[config.mk]
export PLATFORM = sky130hd
export DESIGN_NAME = pwm_prescaled_channel
export DESIGN_NICKNAME = d
export VERILOG_FILES = /design/src/rtl/pwmch_pkg.sv /design/src/rtl/pwmch_ctrl.sv /design/src/rtl/pwmch_datapath.sv /design/src/rtl/pwm_prescaled_channel.sv
export SDC_FILE = /design/constraint.sdc
export NUM_CORES = 1
export LEC_CHECK = 0
export BUFFER_PORTS_ARGS = -buffer_cell sky130_fd_sc_hd__buf_4
export CORE_MARGIN = 4
export CORE_UTILIZATION = 47
export DETAILED_ROUTE_END_ITERATION = 8
export PLACE_DENSITY_LB_ADDON = 0.08
export SYNTH_ARGS = -nofsm -noshare
export SYNTH_HDL_FRONTEND = slang
export SYNTH_SLANG_ARGS = --single-unit
[constraint.sdc]
create_clock -name clk -period 5.9 [get_ports clk]
set_input_delay 0.59 -clock clk [delete_from_list [all_inputs] [get_ports clk]]
set_output_delay 0.59 -clock clk [all_outputs]
set_load 0.05 [all_outputs]
[src/rtl/pwmch_pkg.sv]
package pwmch_pkg;
  localparam int SEL_W   = 2;
  localparam int PRE_W   = 2;
  localparam int EXP_W   = 3;
  localparam int DUTY_W  = 9;
  localparam int NUM_REF = (1 << SEL_W) - 1;
  localparam int PRE_CNT_W = 3;
  localparam int EXP_CNT_W = (1 << EXP_W) - 1;

  localparam int REG_CLKSEL  = 0;
  localparam int REG_PRESCL  = 1;
  localparam int REG_DUTYLO  = 2;
  localparam int REG_DUTYHI  = 3;
  localparam int REG_CTRL    = 4;
  localparam int REG_SYNC    = 5;
  localparam int REG_TYPECFG = 6;

  typedef struct packed {
    logic [SEL_W-1:0]  clkSel;
    logic [PRE_W-1:0]  preSel;
    logic [EXP_W-1:0]  expSel;
    logic [DUTY_W-1:0] duty;
  } chanCfg_t;

  typedef struct packed {
    logic apply;
  } chanStb_t;

  function automatic logic [PRE_CNT_W-1:0] preLimit(input logic [PRE_W-1:0] sel);
    case (sel)
      2'd0:    preLimit = 3'd0;
      2'd1:    preLimit = 3'd2;
      2'd2:    preLimit = 3'd4;
      default: preLimit = 3'd5;
    endcase
  endfunction
endpackage

[src/rtl/pwmch_ctrl.sv]
module pwmch_ctrl
  import pwmch_pkg::*;
#(
  parameter int ADDR_W = 3
) (
  input  logic              clk,
  input  logic              rstN,
  input  logic              wrEn,
  input  logic [ADDR_W-1:0] wrAddr,
  input  logic [7:0]        wrData,
  input  logic              running,
  input  logic              periodEnd,
  output chanCfg_t          stagedCfg,
  output chanStb_t          stb,
  output logic              outEn,
  output logic              srcPwm,
  output logic              bufEn
);
  logic glitchEn;
  logic pending;
  logic syncHit;
  logic applyNow;

  assign syncHit  = wrEn && (wrAddr == ADDR_W'(REG_SYNC)) && wrData[0];
  assign applyNow = pending && (!glitchEn || !running || periodEnd);
  assign stb.apply = applyNow;

  always_ff @(posedge clk or negedge rstN) begin
    if (!rstN) begin
      stagedCfg <= '0;
      outEn     <= 1'b0;
      srcPwm    <= 1'b0;
      bufEn     <= 1'b0;
      glitchEn  <= 1'b0;
    end else if (wrEn) begin
      case (wrAddr)
        ADDR_W'(REG_CLKSEL):  stagedCfg.clkSel <= wrData[SEL_W-1:0];
        ADDR_W'(REG_PRESCL): begin
          stagedCfg.preSel <= wrData[6:5];
          stagedCfg.expSel <= wrData[2:0];
        end
        ADDR_W'(REG_DUTYLO):  stagedCfg.duty[7:0] <= wrData;
        ADDR_W'(REG_DUTYHI):  stagedCfg.duty[8]   <= wrData[0];
        ADDR_W'(REG_CTRL): begin
          outEn  <= wrData[7];
          bufEn  <= wrData[5];
          srcPwm <= wrData[2];
        end
        ADDR_W'(REG_TYPECFG): glitchEn <= wrData[5];
        default: ;
      endcase
    end
  end

  always_ff @(posedge clk or negedge rstN) begin
    if (!rstN) pending <= 1'b0;
    else       pending <= syncHit | (pending & ~applyNow);
  end

  // a sync write always leaves a pending transfer behind
  p_sync_pend_r5: assert property (@(posedge clk) disable iff (!rstN)
    syncHit |=> pending);

  // with glitch removal on, a running channel keeps waiting for the wrap
  p_glitch_wait_r7: assert property (@(posedge clk) disable iff (!rstN)
    (pending && glitchEn && running && !periodEnd) |=> pending);

  // an applied transfer is consumed unless a new sync arrives
  p_apply_clear_r6: assert property (@(posedge clk) disable iff (!rstN)
    (applyNow && !syncHit) |=> !pending);
endmodule

[src/rtl/pwmch_datapath.sv]
module pwmch_datapath
  import pwmch_pkg::*;
(
  input  logic               clk,
  input  logic               rstN,
  input  logic [NUM_REF-1:0] refTick,
  input  chanCfg_t           stagedCfg,
  input  chanStb_t           stb,
  input  logic               outEn,
  input  logic               srcPwm,
  output logic               pwmOut,
  output logic               running,
  output logic               periodEnd
);
  chanCfg_t               actCfg;
  logic [PRE_CNT_W-1:0]   preCnt;
  logic [EXP_CNT_W-1:0]   expCnt;
  logic [DUTY_W-1:0]      periodCnt;
  logic [NUM_REF:0]       refVec;
  logic                   refPulse;
  logic [PRE_CNT_W-1:0]   preMax;
  logic [EXP_CNT_W-1:0]   expMax;
  logic                   preWrap;
  logic                   expWrap;

  // select 0 maps to a tied-low slot, selects 1..N to the reference pulses
  assign refVec[0] = 1'b0;
  for (genvar gi = 0; gi < NUM_REF; gi++) begin : g_ref
    assign refVec[gi+1] = refTick[gi];
  end

  assign refPulse = refVec[actCfg.clkSel];
  assign running  = outEn && (actCfg.clkSel != '0);
  assign preMax   = preLimit(actCfg.preSel);
  assign expMax   = EXP_CNT_W'((EXP_CNT_W+1)'(1) << actCfg.expSel) - EXP_CNT_W'(1);
  assign preWrap  = (preCnt == preMax);
  assign expWrap  = (expCnt == expMax);
  assign periodEnd = running && refPulse && preWrap && expWrap && (periodCnt == '1);

  always_ff @(posedge clk or negedge rstN) begin
    if (!rstN) begin
      actCfg    <= '0;
      preCnt    <= '0;
      expCnt    <= '0;
      periodCnt <= '0;
    end else if (stb.apply) begin
      actCfg    <= stagedCfg;
      preCnt    <= '0;
      expCnt    <= '0;
      periodCnt <= '0;
    end else if (!running) begin
      preCnt    <= '0;
      expCnt    <= '0;
      periodCnt <= '0;
    end else if (refPulse) begin
      if (preWrap) begin
        preCnt <= '0;
        if (expWrap) begin
          expCnt    <= '0;
          periodCnt <= periodCnt + DUTY_W'(1);
        end else begin
          expCnt <= expCnt + EXP_CNT_W'(1);
        end
      end else begin
        preCnt <= preCnt + PRE_CNT_W'(1);
      end
    end
  end

  assign pwmOut = running && srcPwm && (periodCnt < actCfg.duty);

  // an idle channel holds its counters at zero
  p_idle_zero_r8: assert property (@(posedge clk) disable iff (!rstN)
    !running |=> (periodCnt == '0) && (preCnt == '0));

  // the period counter wraps to zero at the end of a period
  p_wrap_r2: assert property (@(posedge clk) disable iff (!rstN)
    periodEnd |=> (periodCnt == '0));

  // without a selected reference pulse the count does not move
  p_hold_r2: assert property (@(posedge clk) disable iff (!rstN)
    (running && !refPulse && !stb.apply) |=> $stable(periodCnt));
endmodule

[src/rtl/pwm_prescaled_channel.sv]
module pwm_prescaled_channel
  import pwmch_pkg::*;
#(
  parameter int ADDR_W = 3
) (
  input  logic              clk,
  input  logic              rstN,
  input  logic              wrEn,
  input  logic [ADDR_W-1:0] wrAddr,
  input  logic [7:0]        wrData,
  input  logic [2:0]        refTick,
  output logic              pwmOut,
  output logic              pwmOe
);
  chanCfg_t stagedCfg;
  chanStb_t stb;
  logic     outEn;
  logic     srcPwm;
  logic     running;
  logic     periodEnd;

  pwmch_ctrl #(.ADDR_W(ADDR_W)) u_ctrl (
    .clk       (clk),
    .rstN      (rstN),
    .wrEn      (wrEn),
    .wrAddr    (wrAddr),
    .wrData    (wrData),
    .running   (running),
    .periodEnd (periodEnd),
    .stagedCfg (stagedCfg),
    .stb       (stb),
    .outEn     (outEn),
    .srcPwm    (srcPwm),
    .bufEn     (pwmOe)
  );

  pwmch_datapath u_dp (
    .clk       (clk),
    .rstN      (rstN),
    .refTick   (refTick),
    .stagedCfg (stagedCfg),
    .stb       (stb),
    .outEn     (outEn),
    .srcPwm    (srcPwm),
    .pwmOut    (pwmOut),
    .running   (running),
    .periodEnd (periodEnd)
  );
endmodule

======== Yosys cells after proc, flatten, opt, wreduce, memory -nomap -nowiden ========
Cells that the tools add are included.
operators by class
  add/sub/neg operators ................... 4
  order comparisons ....................... 2
  eq/ne operators ......................... 14
  shift-type cells ........................ 1
  muxes and demuxes ....................... 17
  bitwise operators ....................... 3
  reductions and logical operators ........ 25
operators with widths
  operator               number
  $mux W9                5
  $mux W7                5
  $reduce_and A2 Y1      7
  $mux W3                4
  $logic_and A1 B1 Y1    10
  $add A9 B1 Y9 const B  1
  $eq A3 B3 Y1 const B   3
  $eq A9 B9 Y1 const B   1
  $lt A9 B9 Y1           1
  $ne A3 B3 Y1 const B   3
  $pmux W3 S3            1
  $add A7 B1 Y7 const B  1
  $eq A7 B7 Y1           1
  $shl A1 B3 Y7 const A  1
  $sub A7 B2 Y7 const B  1
  $eq A3 B2 Y1 const B   2
  $add A3 B1 Y3 const B  1
  $eq A3 B1 Y1 const B   1
  $eq A3 B3 Y1           1
  $logic_not A3 Y1       1
  $lt A2 B3 Y1 const B   1
  $reduce_and A3 Y1      1
  $bmux W1 S2            1
  $eq A2 B1 Y1 const B   1
  other kinds (9)        11
word-level totals
  register bits after elaboration ......... 56
  input bits .............................. 17
  output and inout bits ................... 2
  word-level logic and storage cells ...... 83

======== Depth between registers and ports, before layout ========
Gate-level depths: netlist of run 1.
  depth after elaboration ................. 11
  gate-level depth with buffers ........... 14
  mapped depth without buffers ............ 10

======== Cells and area by module ========
From an unflattened synthesis of run 1, not the netlist that was laid out.
second synthesis, totals
  cells, all modules ...................... 266
  area, all modules ....................... 2969.1 um^2
by module, submodules not included
  module          instances  cells each  area an instance (um^2)  seq. area each (um^2)
  pwmch_datapath  1          212         2070.7                   875.8
  pwmch_ctrl      1          54          898.4                    525.5

======== Worst setup path before layout of run 1 ========
Ideal clock, no wire load.
  path kind ............................... register to register
  start point ............................. reg u_dp.actCfg[11] (netlist name)
  end point ............................... reg u_dp.actCfg[0] (netlist name)
  setup time .............................. 125 ps
  arrival ................................. 2938 ps
  required time ........................... 5775 ps
  path slack .............................. 2837 ps
  cell stages (with the launch flop) ...... 13
  path buffers ............................ 4
  period minus slack after synthesis ...... 3063 ps
  cell sequence ........................... dfrtp_1 buf_2 or3_1 ha_1 clkbuf_2 o41a_1 o2bb2ai_2 nor4_4 a21oi_2 nand2b_4 buf_6 buf_12 mux2_4
on the way
  cells in the longest elaborated chain, start to end .. 7
RTL lines
  what                               RTL line              RTL
  start, declared                    pwmch_datapath.sv:15  chanCfg_t actCfg;
  start signal, assigned             pwmch_datapath.sv:47  actCfg <= stagedCfg;
  $shl A1 B3 Y7                      pwmch_datapath.sv:35  assign expMax = EXP_CNT_W'((EXP_CNT_W+1)'(1) << actCfg.expSel) - EXP_CNT_W'(1);
  $sub A7 B2 Y7                      pwmch_datapath.sv:35
  $eq A7 B7 Y1                       pwmch_datapath.sv:37  assign expWrap = (expCnt == expMax);
  $logic_and A1 B1 Y1 (2 in series)  pwmch_datapath.sv:38  assign periodEnd = running && refPulse && preWrap && expWrap && (periodCnt == '1);
  $logic_or A1 B1 Y1                 pwmch_ctrl.sv:25      assign applyNow = pending && (!glitchEn || !running || periodEnd);
  $logic_and A1 B1 Y1                pwmch_ctrl.sv:25
No other way between the ends.
A chain may end at the register's enable or synchronous reset.

======== Final worst setup path of run 1 ========
  start point ............................. reg u_dp.actCfg[11] (netlist name)
  end point ............................... reg u_dp.periodCnt[4]
on the way
  cells in the longest elaborated chain, start to end .. 9
  elaborated cells on any way between the ends .. 12
  classes of those cells .................. add/sub: 1; eq/ne: 4; shift: 1; mux: 1; reduce/logical: 5
RTL lines
  what                               RTL line              RTL
  $shl A1 B3 Y7 *                    pwmch_datapath.sv:35
  $sub A7 B2 Y7 *                    pwmch_datapath.sv:35
  $eq A7 B7 Y1 *                     pwmch_datapath.sv:37
  $logic_and A1 B1 Y1 (2 in series)  pwmch_datapath.sv:38
  $logic_or A1 B1 Y1                 pwmch_ctrl.sv:25
  $logic_and A1 B1 Y1                pwmch_ctrl.sv:25
  $ne A3 B3 Y1 (no line)             --
  $reduce_and A3 Y1 (no line)        --
  end signal, assigned               pwmch_datapath.sv:60  periodCnt <= periodCnt + DUTY_W'(1);
  end, declared                      pwmch_datapath.sv:18  logic [DUTY_W-1:0] periodCnt;
Every way passes the cells marked *; elsewhere a longest branch is shown, timed or not.

==> reports/qor.txt, run 1 <==
status -> completed
clock tree buffer depth -> 2
commonest non-fill, non-tap cell in the layout -> dfrtp_1
drt drc -> 0
H-Tree Level Count -> 2
Die Ht -> 88.32 um
Setup crit end kind -> flop
startpoint class of the critical path -> flop
compound-cell area share of the yosys netlist -> 0.1015
Finished Layout Cells -> 352
IO Pins -> 19
RSZ-0062 raised after global routing -> false
nets@finish -> 307
Crit Path Category -> flop to flop
Yosys top cell area share -> 0.4622
async set-reset flop share out of synthesis -> 1.000
fin. max-slew vios -> 0
reg2reg start -> u_dp.actCfg[11]
fillers -> 538
Row Count -> 28
final setup fails -> 0
reg-to-reg endpoint -> u_dp.periodCnt[4]
Register-to-Register Setup Slack -> 2.81 ns
Leak Pwr -> 1.517 nW
placed cell count -> 345
synthesis-to-finish area growth -> 9.616%
syn nets -> 290
Post-DRT Antenna Nets -> 0
Hold Vio Cnt, Final -> 0
post-synthesis mux area share -> 0.1527
top cell type by total area after synthesis -> dfrtp_1
vias -> 1935
CP Data Arrival Time -> 3.32 ns
Sinks on Clock Net -> 56
Congestion Overflow GR -> 0
WL final -> 5579 um
Mean Syn Cell Area -> 11.66 um2
Ys Warns -> 0
Die Footprint -> 0.007800 mm2
crit path launch -> u_dp.actCfg[11]
most frequent cells in the layout -> dfrtp_1 (56), mux2_2 (26), buf_4 (18), nand2_1 (16), inv_1 (15)
vias in the first global route -> 1875
Final Cycle Share -> 0.5245
root buffer cell -> clkbuf_8
WL/cell -> 15.85 um
Hold Buf Count CTS -> 0
Max IR drop VDD -> 0.0001892 V
share of cells above drive strength 1 -> 0.2671
diode count -> 0
number of synthesized flops with an enable pin -> 0
Max Cap Violations -> 0
Final Power -> 1.229 mW
flops & latches, synth -> 56
CORE AREA -> 0.006096 mm2
Tmin final -> 3.095 ns
dpl hpwl -> 4016 um
Yosys cell types -> 57
CP Max Fanout -> 12
all-layer global routing usage -> 0.1603
CTS tree -> yes
Required @ worst endpoint -> 6.13 ns
Layout Skew -> 0.005000 ns
largest cells by area after synthesis -> dfrtp_1 (46%), mux2_2 (9.7%), ha_1 (5.4%)
clock transition at the registers of the reported paths -> 0.10 ns
Starting DRT DRC Count -> 102
post-synthesis simple-gate area fraction -> 0.1519
Main synth FF type -> dfrtp_1
Vias/cell -> 5.497
PD cells -> 369.9 mW/mm2
First-pass DRT Iterations -> 5
Post-CTS Setup Repair Bufs -> 0
xor/xnor share of the synthesized area -> 0.03756
Synth Cell Area -> 0.003032 mm2
TritonCTS Buffers -> 5
path depth of the worst reg2reg path -> 9
first-pass GRT wire length -> 9577 um
RePlAce Congestion -> 0.8023
IO Port Bufs -> 18
largest net degree at the start of global routing -> 57
adder-cell area share of the yosys netlist -> 0.05365
die width -> 88.32 um
cells after synthesis -> 260
min-delay worst type -> input pin to async pin
max_slew headroom -> 0.2522
Seq/Total Area, Yosys -> 0.4622
Starting Density -> 0.4973
setup TNS -> 0 ns
Hold Worst Slack -> 0.3150 ns
largest family of logic cells by synthesized area -> multiplexers
Clk Latency, worst-skew pair -> 0.31 ns
initial antenna violation count -> 0
cts repair resizes -> 0
fmax -> 0.3231 GHz
worst slew pin tran -> 1.113 ns
layout make-up:
cell class	count	area, um2	share of cell area
well taps	75	93.84	0.02824
inverters	15	56.30	0.01694
clock buffers	5	68.82	0.02071
flip-flops and latches	56	1401	0.4217
multi-input cells	181	1508	0.4537
repair buffers	18	135.1	0.04066
clock inverters	2	60.06	0.01807
metrics by stage:
stage	area, um2	util	worst slack, ns
floorplan	3032	-	2.837
global placement	3194	0.5240	2.866
CTS	3323	0.5452	2.807
global route	3323	0.5452	2.550
finish	3323	0.5452	2.805
detailed placement	3194	0.5240	2.834
state kept, by name, summed over array words and instances (netlist names):
name,flops
u_ctrl.outEn,1
u_dp.periodCnt,9
u_ctrl.bufEn,1
u_dp.actCfg,16
u_dp.preCnt,3
u_ctrl.glitchEn,1
u_ctrl.stagedCfg,16
u_ctrl.srcPwm,1
u_ctrl.pending,1
u_dp.expCnt,7
cell families (layout without fill, tap and decap cells):
group | Yosys count | after routing
buf+inv | 23 | 40
xor+xnor | 13 | 13
mux | 38 | 38
flops | 56 | 56
compound gates | 40 | 40
fa+ha+maj | 13 | 13
simple gates | 77 | 77
power by group:
group          switching (mW)  total, mW  leakage [nW]  internal, mW
registers              0.0789      0.544         0.721         0.465
logic                   0.188      0.390         0.732         0.203
clock network           0.128      0.295        0.0642         0.167
total                   0.394       1.23          1.52         0.835
per-layer routing:
metal / global-route usage / wire, um / part of all wire
met1: 0.2341 / 2911 / 0.52
met2: 0.2461 / 2460 / 0.44
met3: 0.02793 / 144 / 0.026
met4: 0.04533 / 61 / 0.011
met5: 0 / 0 / 0
critical path, stage by stage, from the launching register on:
cell,delay (ns)
dfrtp_1,0.49
or3_1,0.41
ha_1,0.29
and4bb_2,0.25
a211oi_1,0.20
o221a_2,0.26
nor4_4,0.07
a31oi_1,0.59
nand2_1,0.19
o31ai_1,0.26
cell usage after synthesis, types with 2 or more instances:
| cell | n |
|---|---|
| and4bb_2 | 2 |
| and3_1 | 4 |
| nand4_1 | 4 |
| o21ai_0 | 4 |
| nor2b_1 | 2 |
| nor2_1 | 12 |
| nand2b_1 | 4 |
| a21o_1 | 6 |
| nand2_1 | 16 |
| dfrtp_1 | 56 |
| xnor2_1 | 5 |
| and2_1 | 4 |
| nor3_1 | 5 |
| buf_2 | 3 |
| inv_1 | 15 |
| a21boi_2 | 2 |
| or4_1 | 2 |
| mux2_2 | 26 |
| buf_6 | 2 |
| o31ai_1 | 3 |
| mux2_4 | 10 |
| a22o_1 | 2 |
| a21oi_1 | 4 |
| nor4_1 | 2 |
| nand3_1 | 5 |
| xor2_1 | 8 |
| nand4b_1 | 4 |
| mux2i_1 | 2 |
| nor3b_1 | 4 |
| a21boi_1 | 2 |
| o21a_1 | 2 |
| ha_1 | 13 |
worst max-delay path by stage:
| stage | endpoint | slack (ns) | cells past startpoint |
|---|---|---|---|
| detailed placement | u_dp.periodCnt[4] | 2.83 | 9 |
| global placement | u_dp.actCfg[9] | 2.87 | 8 |
| finish | u_dp.periodCnt[4] | 2.81 | 9 |
| CTS | u_dp.periodCnt[5] | 2.81 | 8 |
| global route | u_dp.periodCnt[4] | 2.55 | 9 |
| floorplan | u_dp.actCfg[0] | 2.84 | 12 |
(Power assumes the default switching activity.)
==> run 2, diff against run 1 <==
==> constraint.sdc (replaced) <==
create_clock -name clk -period 3.2 [get_ports clk]
set_input_delay 0.32 -clock clk [delete_from_list [all_inputs] [get_ports clk]]
set_output_delay 0.32 -clock clk [all_outputs]
set_load 0.05 [all_outputs]
==> reports/qor.txt, run 2 (synthesis gave the netlist of run 1 again) <==
placed cell count -> 351
Hold Vio Cnt, Final -> 0
multi-input logic area -> 0.001514 mm2
H-Tree Level Count -> 2
reg2reg start -> u_dp.actCfg[11]
fin util -> 0.5470
min-delay worst type -> input pin to async pin
CP Data Arrival Time -> 3.20 ns
Required @ worst endpoint -> 3.44 ns
worst slew pin tran -> 0.8460 ns
diode count -> 0
Row Count -> 28
RePlAce Congestion -> 0.8678
share of cells above drive strength 1 -> 0.2852
Hold Worst Slack -> 0.03597 ns
Leak Pwr -> 1.525 nW
Die Ht -> 88.32 um
Max IR drop VDD -> 0.0003190 V
drt drc -> 0
fmax -> 0.3382 GHz
setup TNS -> 0 ns
reg-to-reg endpoint -> u_dp.periodCnt[5]
Crit Path Category -> flop to flop
Die Footprint -> 0.007800 mm2
Critical Path Sink -> u_dp.periodCnt[5]
all-layer global routing usage -> 0.1636
largest net degree at the start of global routing -> 57
WL/cell -> 15.64 um
root buffer cell -> clkbuf_8
fin. max-slew vios -> 0
CORE AREA -> 0.006096 mm2
Post-CTS Setup Repair Bufs -> 0
top flop regs -> u_ctrl.stagedCfg (16), u_dp.actCfg (16), u_dp.periodCnt (9)
commonest non-fill, non-tap cell in the layout -> dfrtp_1
Finished Layout Cells -> 359
Register-to-Register Setup Slack -> 0.24 ns
crit-path cells -> or3_1 -> ha_1 -> o41a_1 -> o2bb2ai_2 -> nor4_4 -> nor2_2 -> or4_1 -> a21boi_1
Max Cap Violations -> 0
Sinks on Clock Net -> 56
vias in the first global route -> 1990
first-pass GRT wire length -> 9915 um
Congestion Overflow GR -> 0
CP max stage cell -> or4_1
most frequent cells in the layout -> dfrtp_1 (56), mux2_2 (26), buf_4 (24), nand2_1 (16), inv_1 (15)
vias -> 1966
Starting Density -> 0.4973
max_slew headroom -> 0.4348
clock tree buffer depth -> 2
fillers -> 548
Final WS setup -> 0.2433 ns
status -> completed
final setup fails -> 0
Setup crit end kind -> flop
crit path launch -> u_dp.actCfg[11]
First-pass DRT Iterations -> 4
path depth of the worst reg2reg path -> 8
startpoint class of the critical path -> flop
PD cells -> 648.5 mW/mm2
Final Cycle Share -> 0.9240
Clk Latency, worst-skew pair -> 0.31 ns
Layout Skew -> 0.006366 ns
IO Pins -> 19
CP peak stage delay -> 0.51 ns
dpl hpwl -> 4079 um
clock transition at the registers of the reported paths -> 0.10 ns
Post-DRT Antenna Nets -> 0
CP Max Fanout -> 10
Starting DRT DRC Count -> 58
Vias/cell -> 5.476
flip-flop and latch area -> 0.001401 mm2
Hold Buf Count CTS -> 0
RSZ-0062 raised after global routing -> false
synthesis-to-finish area growth -> 9.988%
CTS tree -> yes
nets@finish -> 313
TritonCTS Buffers -> 5
WL final -> 5614 um
initial antenna violation count -> 0
post-place setup slack -> 0.2488 ns
Tmin final -> 2.957 ns
die width -> 88.32 um
IO Port Bufs -> 18
-- run 2: cell types whose count changed in the layout (fill, tap and decap cells not counted), sizes merged --
cell      before  now
buf           18   24
clkinv         0    1
clkbuf         5    6
clkinvlp       0    1
bufinv         2    0
-- run 2: worst min path at each step --
stage,cells past startpoint,start,slack [ns],end
after global placement,1,rstN,0.43,u_dp.periodCnt[4]
final,1,rstN,0.04,u_dp.periodCnt[4]
after CTS,1,rstN,0.09,u_dp.periodCnt[5]
after global routing,1,rstN,0.09,u_ctrl.stagedCfg[3]
after floorplan,0,rstN,0.02,u_ctrl.bufEn
after detailed placement,1,rstN,0.43,u_dp.periodCnt[5]
-- run 2: through the flow --
| stage | power [mW] | instance area, um2 |
|---|---|---|
| 2_1_floorplan | 1.583 | 3032 |
| 4_1_cts | 2.188 | 3328 |
| 6_report | 2.162 | 3334 |
| 3_5_place_dp | 1.787 | 3239 |
| 3_3_place_gp | 1.772 | 3239 |
| 5_1_grt | 2.345 | 3334 |
-- run 2: repair_timing --
item,in CTS,in global routing
gates resized for setup,0,1
endpoints found under the hold margin,0,0
setup endpoints to repair,0,3
-- run 2: layer usage --
layer	track usage	vias to the layer above	wire, um
met4	0.04258	0	66
li1	-	980	-
met3	0.03352	8	228
met5	0	-	0
met1	0.2355	938	2872
met2	0.2529	40	2447
-- run 2: worst max-delay path: cells and delay by family (launching register included) --
kind,cells,cell delay (ns)
flip-flops,1,0.38
AND/OR/NAND/NOR,4,1.46
adder cells (fa/ha/maj),1,0.29
AO/OA/AOI/OAI,3,0.75
-- run 2: area by class of cell --
type                    count  area share
clock buffers               6     0.02176
clock inverters             2    0.004878
multi-input cells         181      0.4540
flip-flops and latches     56      0.4203
repair buffers             24     0.05403
well taps                  75     0.02814
inverters                  15     0.01689
-- run 2: report_power, final --
part | switching (mW) | total [mW] | leakage, nW | internal [mW]
clock | 0.239 | 0.396 | 0.0414 | 0.157
sequential | 0.112 | 0.970 | 0.721 | 0.858
combinational | 0.390 | 0.797 | 0.763 | 0.407
total | 0.740 | 2.16 | 1.53 | 1.42
==> run 3, diff against run 2 <==
==> constraint.sdc (replaced) <==
create_clock -name clk -period 3.5 [get_ports clk]
set_input_delay 0.35 -clock clk [delete_from_list [all_inputs] [get_ports clk]]
set_output_delay 0.35 -clock clk [all_outputs]
set_load 0.05 [all_outputs]
==> reports/qor.txt, run 3 (synthesis gave the netlist of run 1 again) <==
status -> completed
Max IR drop VDD -> 0.0002839 V
nets@finish -> 308
commonest non-fill, non-tap cell in the layout -> dfrtp_1
all-layer global routing usage -> 0.1607
clock transition at the registers of the reported paths -> 0.11 ns
first-pass GRT wire length -> 9825 um
IO Pins -> 19
flip-flop and latch area -> 0.001401 mm2
path depth of the worst reg2reg path -> 8
placed cell count -> 346
Layout Skew -> 0.009234 ns
Post-CTS Setup Repair Bufs -> 0
Die Footprint -> 0.007800 mm2
max_slew headroom -> 0.4363
Setup crit end kind -> flop
Tmin final -> 3.143 ns
fillers -> 554
Post-DRT Antenna Nets -> 0
Hold Buf Count CTS -> 0
WL final -> 5678 um
CP peak stage delay -> 0.51 ns
initial antenna violation count -> 0
H-Tree Level Count -> 2
PD cells -> 591.1 mW/mm2
multi-input logic area -> 0.001508 mm2
CORE AREA -> 0.006096 mm2
Congestion Overflow GR -> 0
Clk Latency, worst-skew pair -> 0.31 ns
RePlAce Congestion -> 0.7958
fin. max-slew vios -> 0
worst slew pin tran -> 0.8438 ns
largest net degree at the start of global routing -> 57
drt drc -> 0
Vias/cell -> 5.528
First-pass DRT Iterations -> 4
Crit Path Category -> flop to flop
fmax -> 0.3182 GHz
Hold Vio Cnt, Final -> 0
vias -> 1957
WL/cell -> 16.04 um
cts repair resizes -> 0
Leak Pwr -> 1.507 nW
synthesis-to-finish area growth -> 8.626%
Required @ worst endpoint -> 3.70 ns
CP max stage cell -> dfrtp_1
crit-path cells -> or3_1 -> ha_1 -> o41a_1 -> o2bb2ai_2 -> nor4_4 -> a31oi_1 -> and2_1 -> a22o_1
min-delay worst type -> input pin to async pin
Sinks on Clock Net -> 56
Max Cap Violations -> 0
Final Cycle Share -> 0.8979
top flop regs -> u_ctrl.stagedCfg (16), u_dp.actCfg (16), u_dp.periodCnt (9)
setup TNS -> 0 ns
CP Data Arrival Time -> 3.34 ns
clock tree buffer depth -> 2
Starting Density -> 0.4973
dpl hpwl -> 4093 um
most frequent cells in the layout -> dfrtp_1 (56), mux2_2 (26), buf_4 (19), nand2_1 (16), inv_1 (15)
share of cells above drive strength 1 -> 0.2724
startpoint class of the critical path -> flop
vias in the first global route -> 1948
Row Count -> 28
IO Port Bufs -> 18
final setup fails -> 0
root buffer cell -> clkbuf_8
diode count -> 0
CTS tree -> yes
Die Ht -> 88.32 um
CP Max Fanout -> 12
die width -> 88.32 um
Finished Layout Cells -> 354
RSZ-0062 raised after global routing -> false
Starting DRT DRC Count -> 92
Register-to-Register Setup Slack -> 0.36 ns
TritonCTS Buffers -> 5
run 3: cell types whose count changed in the layout (fill, tap and decap cells not counted), sizes merged:
cell	delta
inv	+1
clkbuf	-1
buf	-5
clkinvlp	-1
clkinv	+1
run 3: cell type report:
cell class                 count  share of cell area
clock buffer                   5             0.02090
timing repair buffer          19             0.04331
multi-input combinational    181              0.4578
inverter                      15             0.01710
clock inverter                 3            0.006839
tap                           75             0.02850
sequential                    56              0.4255
run 3: report_power, final:
part           switching [mW]  total, mW  internal (mW)
combinational           0.313      0.654          0.342
clock                   0.228      0.372          0.144
sequential              0.136      0.920          0.784
total                   0.676       1.95           1.27
run 3: routing by layer:
| layer | GRT usage | vias up | share of wire |
|---|---|---|---|
| met5 | 0 | - | 0 |
| met4 | 0.03022 | 0 | 0.0041 |
| met3 | 0.02980 | 2 | 0.027 |
| met2 | 0.2447 | 25 | 0.44 |
| met1 | 0.2416 | 958 | 0.53 |
| li1 | - | 972 | - |
run 3: worst paths after layout:
path / startpoint / end
max reg2reg: u_dp.actCfg[11] / u_dp.periodCnt[8]
min: rstN / u_dp.periodCnt[0]
min reg2reg: u_ctrl.stagedCfg[1] / u_dp.actCfg[1]
min in group clk: wrData[3] / u_ctrl.stagedCfg[3]
max in group asynchronous: rstN / u_ctrl.stagedCfg[6]
max: u_dp.actCfg[11] / u_dp.periodCnt[8]
run 3: worst max-delay path, delay by kind of cell (launching register included):
kind	cells	cell delay, ns
AND/OR/NAND/NOR	3	1.07
adder cells (fa/ha/maj)	1	0.29
AO/OA/AOI/OAI	4	1.17
flip-flops	1	0.51
run 3: per-stage QoR:
stage	hold slack (ns)	power [mW]	setup WS (ns)	utilization	cell area (um2)
6_report	0.06894	1.947	0.3574	0.5402	3293
5_1_grt	0.1221	2.096	0.1393	0.5402	3293
4_1_cts	0.1170	1.964	0.3580	0.5402	3293
3_5_place_dp	0.4593	1.591	0.4124	0.5252	3202
3_3_place_gp	0.4569	1.582	0.4674	0.5252	3202
2_1_floorplan	0.05441	1.447	0.4371	-	3032
